`src/rtl/frec_pkg.sv`:
```
package frec_pkg;

    // Fixed record geometry.
    localparam int REC_BYTES = 8;
    localparam int OFF_W     = 3;

    typedef enum logic [2:0] {
        ST_SCAN_REQ,
        ST_SCAN_WAIT,
        ST_IDLE,
        ST_WR_ISSUE,
        ST_WR_WAIT
    } lg_state_e;

    typedef struct packed {
        logic [5:0]  state_no;
        logic [1:0]  cause;
        logic [7:0]  uv;
        logic [7:0]  ov;
        logic [7:0]  gpi;
        logic [15:0] limit;
    } snap_t;

endpackage

```
`src/rtl/frec_record_fmt.sv`:
```
module frec_record_fmt
    import frec_pkg::*;
(
    input  snap_t            snap,
    input  logic [OFF_W-1:0] off,
    output logic [7:0]       data
);

    logic [7:0] body [REC_BYTES];
    logic [7:0] sum;

    always_comb begin
        // Byte 0 carries the written flag (0) in bit 7.
        body[0] = {1'b0, snap.state_no, 1'b0};
        body[1] = {6'b0, snap.cause};
        body[2] = snap.uv;
        body[3] = snap.ov;
        body[4] = snap.gpi;
        body[5] = snap.limit[7:0];
        body[6] = snap.limit[15:8];
        sum = 8'd0;
        for (int i = 0; i < REC_BYTES - 1; i++) begin
            sum = sum + body[i];
        end
        body[REC_BYTES-1] = 8'd0 - sum;
    end

    assign data = body[off];

endmodule

```
`src/rtl/frec_slot_tracker.sv`:
```
module frec_slot_tracker #(
    parameter int SLOTS  = 16,
    localparam int SLOT_W = $clog2(SLOTS)
) (
    input  logic              clk,
    input  logic              rst_n,
    input  logic              clr,
    input  logic              step,
    output logic [SLOT_W-1:0] slot,
    output logic              last,
    output logic              full
);

    assign last = (slot == SLOT_W'(SLOTS - 1));

    // One advance rule serves both the scan and a completed record.
    always_ff @(posedge clk or negedge rst_n) begin
        if (!rst_n) begin
            slot <= '0;
            full <= 1'b0;
        end else if (clr) begin
            slot <= '0;
            full <= 1'b0;
        end else if (step) begin
            if (last) begin
                full <= 1'b1;
            end else begin
                slot <= slot + SLOT_W'(1);
            end
        end
    end

endmodule

```
`src/rtl/frec_logger.sv`:
```
module frec_logger
    import frec_pkg::*;
#(
    parameter int              SLOTS     = 16,
    parameter int              ADDR_W    = 8,
    parameter logic [ADDR_W-1:0] BASE_ADDR = 8'h80
) (
    input  logic              clk,
    input  logic              rst_n,
    input  logic              rec_rst,
    input  logic              trig,
    input  logic [5:0]        snap_state,
    input  logic [1:0]        snap_cause,
    input  logic [7:0]        snap_uv,
    input  logic [7:0]        snap_ov,
    input  logic [7:0]        snap_gpi,
    input  logic [15:0]       snap_limit,
    output logic [ADDR_W-1:0] mem_addr,
    output logic [7:0]        mem_wdata,
    output logic              mem_wr,
    output logic              mem_rd,
    input  logic [7:0]        mem_rdata,
    input  logic              mem_busy,
    output logic              busy,
    output logic              full,
    output logic              overflow
);

    localparam int SLOT_W = $clog2(SLOTS);
    localparam logic [OFF_W-1:0] LAST_K = OFF_W'(REC_BYTES - 1);

    lg_state_e         state, nxt;
    logic [OFF_W-1:0]  k;
    logic [OFF_W-1:0]  off;
    logic [SLOT_W-1:0] slot;
    logic              slot_last;
    logic              step;
    logic              flag_free;
    logic              rdata_unused;
    logic              accept;
    logic              byte_done;
    snap_t             snap_q;

    assign flag_free    = mem_rdata[7];
    assign rdata_unused = ^mem_rdata[6:0];
    assign accept       = (state == ST_IDLE) && trig && !full && !rec_rst;
    assign byte_done    = (state == ST_WR_WAIT) && !mem_busy;

    assign step = ((state == ST_SCAN_WAIT) && !flag_free)
                || (byte_done && (k == LAST_K));

    frec_slot_tracker #(.SLOTS(SLOTS)) u_track (
        .clk   (clk),
        .rst_n (rst_n),
        .clr   (rec_rst),
        .step  (step),
        .slot  (slot),
        .last  (slot_last),
        .full  (full)
    );

    frec_record_fmt u_fmt (
        .snap (snap_q),
        .off  (off),
        .data (mem_wdata)
    );

    // Next-state logic.
    always_comb begin
        nxt = state;
        unique case (state)
            ST_SCAN_REQ:  if (!mem_busy) nxt = ST_SCAN_WAIT;
            ST_SCAN_WAIT: nxt = (flag_free || slot_last) ? ST_IDLE : ST_SCAN_REQ;
            ST_IDLE:      if (trig && !full) nxt = ST_WR_ISSUE;
            ST_WR_ISSUE:  if (!mem_busy) nxt = ST_WR_WAIT;
            ST_WR_WAIT:   if (!mem_busy) nxt = (k == LAST_K) ? ST_IDLE : ST_WR_ISSUE;
            default:      nxt = ST_IDLE;
        endcase
        if (rec_rst) nxt = ST_SCAN_REQ;
    end

    // State register.
    always_ff @(posedge clk or negedge rst_n) begin
        if (!rst_n) state <= ST_SCAN_REQ;
        else        state <= nxt;
    end

    // Datapath registers: byte counter, snapshot latch, overflow.
    always_ff @(posedge clk or negedge rst_n) begin
        if (!rst_n) begin
            k        <= '0;
            snap_q   <= '0;
            overflow <= 1'b0;
        end else begin
            if (accept) begin
                k      <= '0;
                snap_q <= '{state_no: snap_state, cause: snap_cause, uv: snap_uv,
                            ov: snap_ov, gpi: snap_gpi, limit: snap_limit};
            end else if (byte_done && (k != LAST_K)) begin
                k <= k + OFF_W'(1);
            end
            if (rec_rst)                          overflow <= 1'b0;
            else if (trig && (state != ST_IDLE))  overflow <= 1'b1;
        end
    end

    // Outputs: body offsets 1..7 first, flag byte (offset 0) last.
    always_comb begin
        off    = '0;
        mem_rd = 1'b0;
        mem_wr = 1'b0;
        unique case (state)
            ST_SCAN_REQ:  mem_rd = !mem_busy && !rec_rst;
            ST_WR_ISSUE: begin
                off    = k + OFF_W'(1);
                mem_wr = !mem_busy && !rec_rst;
            end
            ST_WR_WAIT:   off = k + OFF_W'(1);
            default:      off = '0;
        endcase
        mem_addr = BASE_ADDR + ADDR_W'({slot, off});
        busy     = (state != ST_IDLE);
    end

endmodule

```
`config.mk`:
```
export PLATFORM = sky130hd
export DESIGN_NAME = frec_logger
export DESIGN_NICKNAME = d
export VERILOG_FILES = /design/src/rtl/frec_pkg.sv /design/src/rtl/frec_record_fmt.sv /design/src/rtl/frec_slot_tracker.sv /design/src/rtl/frec_logger.sv
export SDC_FILE = /design/constraint.sdc
export NUM_CORES = 1
export LEC_CHECK = 0
export BUFFER_PORTS_ARGS = -buffer_cell sky130_fd_sc_hd__buf_2
export CORE_MARGIN = 2
export CORE_UTILIZATION = 51
export DETAILED_ROUTE_END_ITERATION = 8
export GPL_TIMING_DRIVEN = 0
export PLACE_DENSITY = 0.77
export SETUP_SLACK_MARGIN = 0.3
export SLEW_MARGIN = 20
export SYNTH_ARGS = -nofsm -noshare
export SYNTH_HDL_FRONTEND = slang
export SYNTH_SLANG_ARGS = --single-unit
```
`constraint.sdc`:
```
create_clock -name clk -period 4.43 [get_ports clk]
set_input_delay 0.443 -clock clk [delete_from_list [all_inputs] [get_ports clk]]
set_output_delay 0.443 -clock clk [all_outputs]
set_load 0.1 [all_outputs]
```
==> results <==
- The run finished, with violations left.
- The checks that failed: setup timing.
- The final-report hold violation count is 0.
- The required arrival time at the worst endpoint is 3.99 ns.
- Once routing completed, OpenROAD measured the worst setup slack at -0.351 ns.
- No sink is reached through more buffers than the 2 on the longest clock path.
- Data on the critical path arrives at its endpoint at 4.34 ns.
- Global routing finished with a remaining overflow of 0.
- Pin placement for this block handled 82 I/O pins.
- The relative area change from synthesis to final layout is 23.9%.
- STA classifies the critical path startpoint as a flop.
- After synthesis, flip-flops and latches occupy 35.5% of the total area.
- Yosys printed 0 warnings.
- The total number of clock tree sinks is 60.
- The cell with the most instances after synthesis is sky130_fd_sc_hd__nand2_1.
- The worst hold slack is 0.157 ns.
- For this run, the leading register cell type out of synthesis is sky130_fd_sc_hd__dfrtp_1.
- Entering global routing, the biggest net connects 61 pins.
- TritonCTS built the clock tree.
- The tree is rooted in a sky130_fd_sc_hd__clkbuf_8.
- The most used routing layer in global routing is met2.
- The worst register-to-register path begins at state[0].
- Summed over all failing endpoints, the final setup total negative slack is -1.33 ns.
- From left edge to right edge, the die measures 95.1 um.
- The post-synth design cell area is 4230 sq um.
- Once the floorplan was initialized, standard cells occupied 52.1% of the core.
- For met3 alone, demand over resource in global routing was 7.11%.
- The final routed wire length divided by cell count is 16.4 um.
- The met2 usage is 43.1%.
- The headroom to the max-slew limit is 49.4%.
- In the global route stage, overall resource usage came out at 26.6%.
- The type of destination of the critical path is an output port.
- In the post-synthesis netlist, the biggest area contributors are sky130_fd_sc_hd__dfrtp_1 35%, sky130_fd_sc_hd__fa_1 12%, sky130_fd_sc_hd__nand2_1 9.1%.
- The biggest fanout along the worst timing path is 2.
- The end of the worst register-to-register path is snap_q[45].
- The share of the synthesized area in the top cell type is 35.5%.
- The HPWL reported at the end of detailed placement is 8.16 mm.
- The number of buffers created by CTS is 9.
- The floorplan step defined a core boundary enclosing 8130 sq um.
- The worst hold-check path type is input port to async pin.
- Synthesis inferred 60 register bits.
- The first TritonRoute pass finished after 4 iterations.
- The ratio of final minimum period to clock period is 108%.
- Setup violations remaining at the end of the flow were counted as 5.
- The H-tree was split into 3 levels.
- The die boundary height is 95.1 um.
- The number of nets handed over by synthesis was 582.
- The floorplan has 33 rows.
- Once detail routing completed, the nets flagged for antenna violations numbered 0.
- Across the whole layout, storage elements account for 1500 sq um.
- The initial detailed-routing violation count is 161.
- The worst register-to-register path has a depth of 7.
- Counting every instance in the synthesized netlist gives 473.
- The fraction of synthesis flops using an asynchronous set or reset pin is 100%.
- The clock reaches the later pin of the worst-skew pair after 0.35 ns.
- The critical path in this run is classified as flop to output port.
- Cells with a size suffix above 1 make up 25.3% of the layout.
- After detailed routing, the number of remaining DRC violations is 0.
- Setup repair after global routing could not meet its margin everywhere.
- Counting flops with a built-in enable in the synthesized netlist gives 0.
- The count of filler cells inserted in the layout is 673.
- Counting tap cells, the placed design contains a total of 650 instances.
- Input and output buffers added on the ports amount to 72.
- The maximum clock rate is 0.209 GHz.
- The clock period minus final worst setup slack is 4.78 ns.
- Using the TritonRoute via totals, the vias-per-cell ratio works out to 5.42.
- The cell taking the most area after synthesis is sky130_fd_sc_hd__dfrtp_1.
- The fraction of met1 tracks used by global routing is 34.1%.
- The commonest cells after synthesis are 103 x sky130_fd_sc_hd__nand2_1, 72 x sky130_fd_sc_hd__inv_1, 60 x sky130_fd_sc_hd__dfrtp_1.
- The wire length of the first global-routing pass is 18.1 mm.
- 0 antenna diodes ended up in the layout.
- The total count of max-transition violations in the final report came to 0.
- The floorplan step defined a die boundary enclosing 9050 sq um.
- The max-capacitance violation count is 0.
- The detailed router placed 3636 vias in this run.
- The number of non-filler instances in the completed layout is 671.
- The reg-to-reg setup timing slack is 2.05 ns.
- The clock tree skew after final layout is 0.00544 ns.
- The pin slew with the least headroom to its limit is 0.759 ns.
- After synthesis, the mean cell area works out to 8.95 sq um.
- At the end of routability-driven placement, the weighted congestion stood at 0.907.
- In the final design database the tool counted 670 nets.
- The area taken by multi-input logic gates is 2510 sq um.
- The via count of the first global-routing pass is 3690.
- The number of hold buffers added after cts is 0.
- Tracing the worst setup path back leads to its startpoint at snap_q[2].
- The count of unique library cells instantiated by Yosys is 60.
- The register clock-pin slew on the reported worst setup and hold paths is 0.07 ns.
- The routed design has 11.0 mm of wire.
- The initial antenna violation count is 0.
-- cell type report --
| class | count | share of cell area (%) |
|---|---|---|
| multi-input cells | 316 | 47.9 |
| flip-flops and latches | 60 | 28.6 |
| repair buffers | 77 | 9.44 |
| inverters | 73 | 5.22 |
| clock buffers | 12 | 2.77 |
| well taps | 105 | 2.50 |
| plain buffers | 24 | 2.19 |
| clock inverters | 4 | 1.38 |
-- timing repair --
| action | 4_1_cts | 5_1_grt |
|---|---|---|
| setup buffers | 5 | 0 |
| gates resized for setup | 36 | 10 |
| setup endpoints to repair | 6 | 7 |
| pin swaps | 24 | 3 |
-- cell families (layout without fill, tap and decap cells) --
family	Yosys count	in the layout	share of synthesized area, %
buf+inv	97	190	9.19
fa+ha+maj	48	48	18.8
compound gates	85	85	12.9
mux	20	20	4.79
other cells	1	1	0.0886
simple gates	146	146	15.2
flops	60	60	35.5
xor+xnor	16	16	3.63
-- flip-flops by register name, summed over array words and instances, names as in the netlist --
signal        count
snap_q           48
u_track.slot      4
k                 3
state             3
overflow          1
u_track.full      1
-- worst max-delay path by stage --
stage	end	cells past startpoint
floorplan	mem_wdata[4]	16
global placement	mem_wdata[6]	18
detailed placement	mem_wdata[6]	18
CTS	mem_wdata[6]	18
global route	mem_wdata[4]	18
finish	mem_wdata[4]	18
-- worst max-delay path: stages (launching register included) --
cell and delay (ns):
sky130_fd_sc_hd__dfrtp_1 0.34, sky130_fd_sc_hd__inv_2 0.05, sky130_fd_sc_hd__fa_1 0.53, sky130_fd_sc_hd__inv_1 0.05, sky130_fd_sc_hd__fa_1 0.48, sky130_fd_sc_hd__inv_1 0.05
sky130_fd_sc_hd__fa_1 0.43, sky130_fd_sc_hd__inv_1 0.08, sky130_fd_sc_hd__fa_2 0.43, sky130_fd_sc_hd__inv_2 0.07, sky130_fd_sc_hd__ha_4 0.14, sky130_fd_sc_hd__inv_2 0.04
sky130_fd_sc_hd__fa_2 0.35, sky130_fd_sc_hd__buf_4 0.14, sky130_fd_sc_hd__xor2_1 0.14, sky130_fd_sc_hd__mux2i_1 0.13, sky130_fd_sc_hd__mux2i_1 0.12, sky130_fd_sc_hd__mux2i_4 0.22
sky130_fd_sc_hd__buf_12 0.20
-- stage by stage --
stage / util (%) / setup WS (ns) / instance area (sq um)
CTS: 64.1 / -0.351 / 5220
detailed placement: 59.4 / -0.242 / 4830
global placement: 59.4 / -0.213 / 4830
finish: 64.5 / -0.351 / 5250
global route: 64.5 / -0.493 / 5250
floorplan: - / -0.0506 / 4340
-- per-layer routing --
layer	vias to the layer above	share of wire (%)
met5	-	0
met4	0	2.9
met3	26	6.3
met2	127	48
met1	1766	43
li1	1717	-
-- cell usage in the layout, fill, tap and decap left out, types with 3 or more instances in the layout --
| cell | Yosys | routed |
|---|---|---|
| sky130_fd_sc_hd__nand2b_1 | 3 | 3 |
| sky130_fd_sc_hd__nor2b_1 | 5 | 4 |
| sky130_fd_sc_hd__xnor2_1 | 11 | 10 |
| sky130_fd_sc_hd__a22o_1 | 3 | 3 |
| sky130_fd_sc_hd__inv_2 | 1 | 9 |
| sky130_fd_sc_hd__a21oi_1 | 14 | 10 |
| sky130_fd_sc_hd__clkbuf_8 | 0 | 10 |
| sky130_fd_sc_hd__o21ai_0 | 34 | 31 |
| sky130_fd_sc_hd__buf_4 | 1 | 5 |
| sky130_fd_sc_hd__a211oi_2 | 1 | 3 |
| sky130_fd_sc_hd__buf_6 | 1 | 5 |
| sky130_fd_sc_hd__nand2_1 | 103 | 103 |
| sky130_fd_sc_hd__mux2i_1 | 18 | 17 |
| sky130_fd_sc_hd__ha_4 | 0 | 3 |
| sky130_fd_sc_hd__nand3_1 | 3 | 3 |
| sky130_fd_sc_hd__nor2_1 | 11 | 11 |
| sky130_fd_sc_hd__ha_1 | 22 | 19 |
| sky130_fd_sc_hd__buf_2 | 11 | 75 |
| sky130_fd_sc_hd__xor2_1 | 4 | 4 |
| sky130_fd_sc_hd__o22ai_1 | 5 | 5 |
| sky130_fd_sc_hd__inv_1 | 72 | 64 |
| sky130_fd_sc_hd__dfrtp_1 | 60 | 60 |
| sky130_fd_sc_hd__buf_12 | 0 | 5 |
| sky130_fd_sc_hd__fa_1 | 26 | 24 |
| sky130_fd_sc_hd__nor3_1 | 3 | 3 |
| sky130_fd_sc_hd__a21oi_2 | 0 | 3 |
| sky130_fd_sc_hd__clkbuf_1 | 10 | 12 |
Power is left out: the tool's default activity adds up to more than one toggle a clock period on the data nets, which glitch-free logic cannot reach.
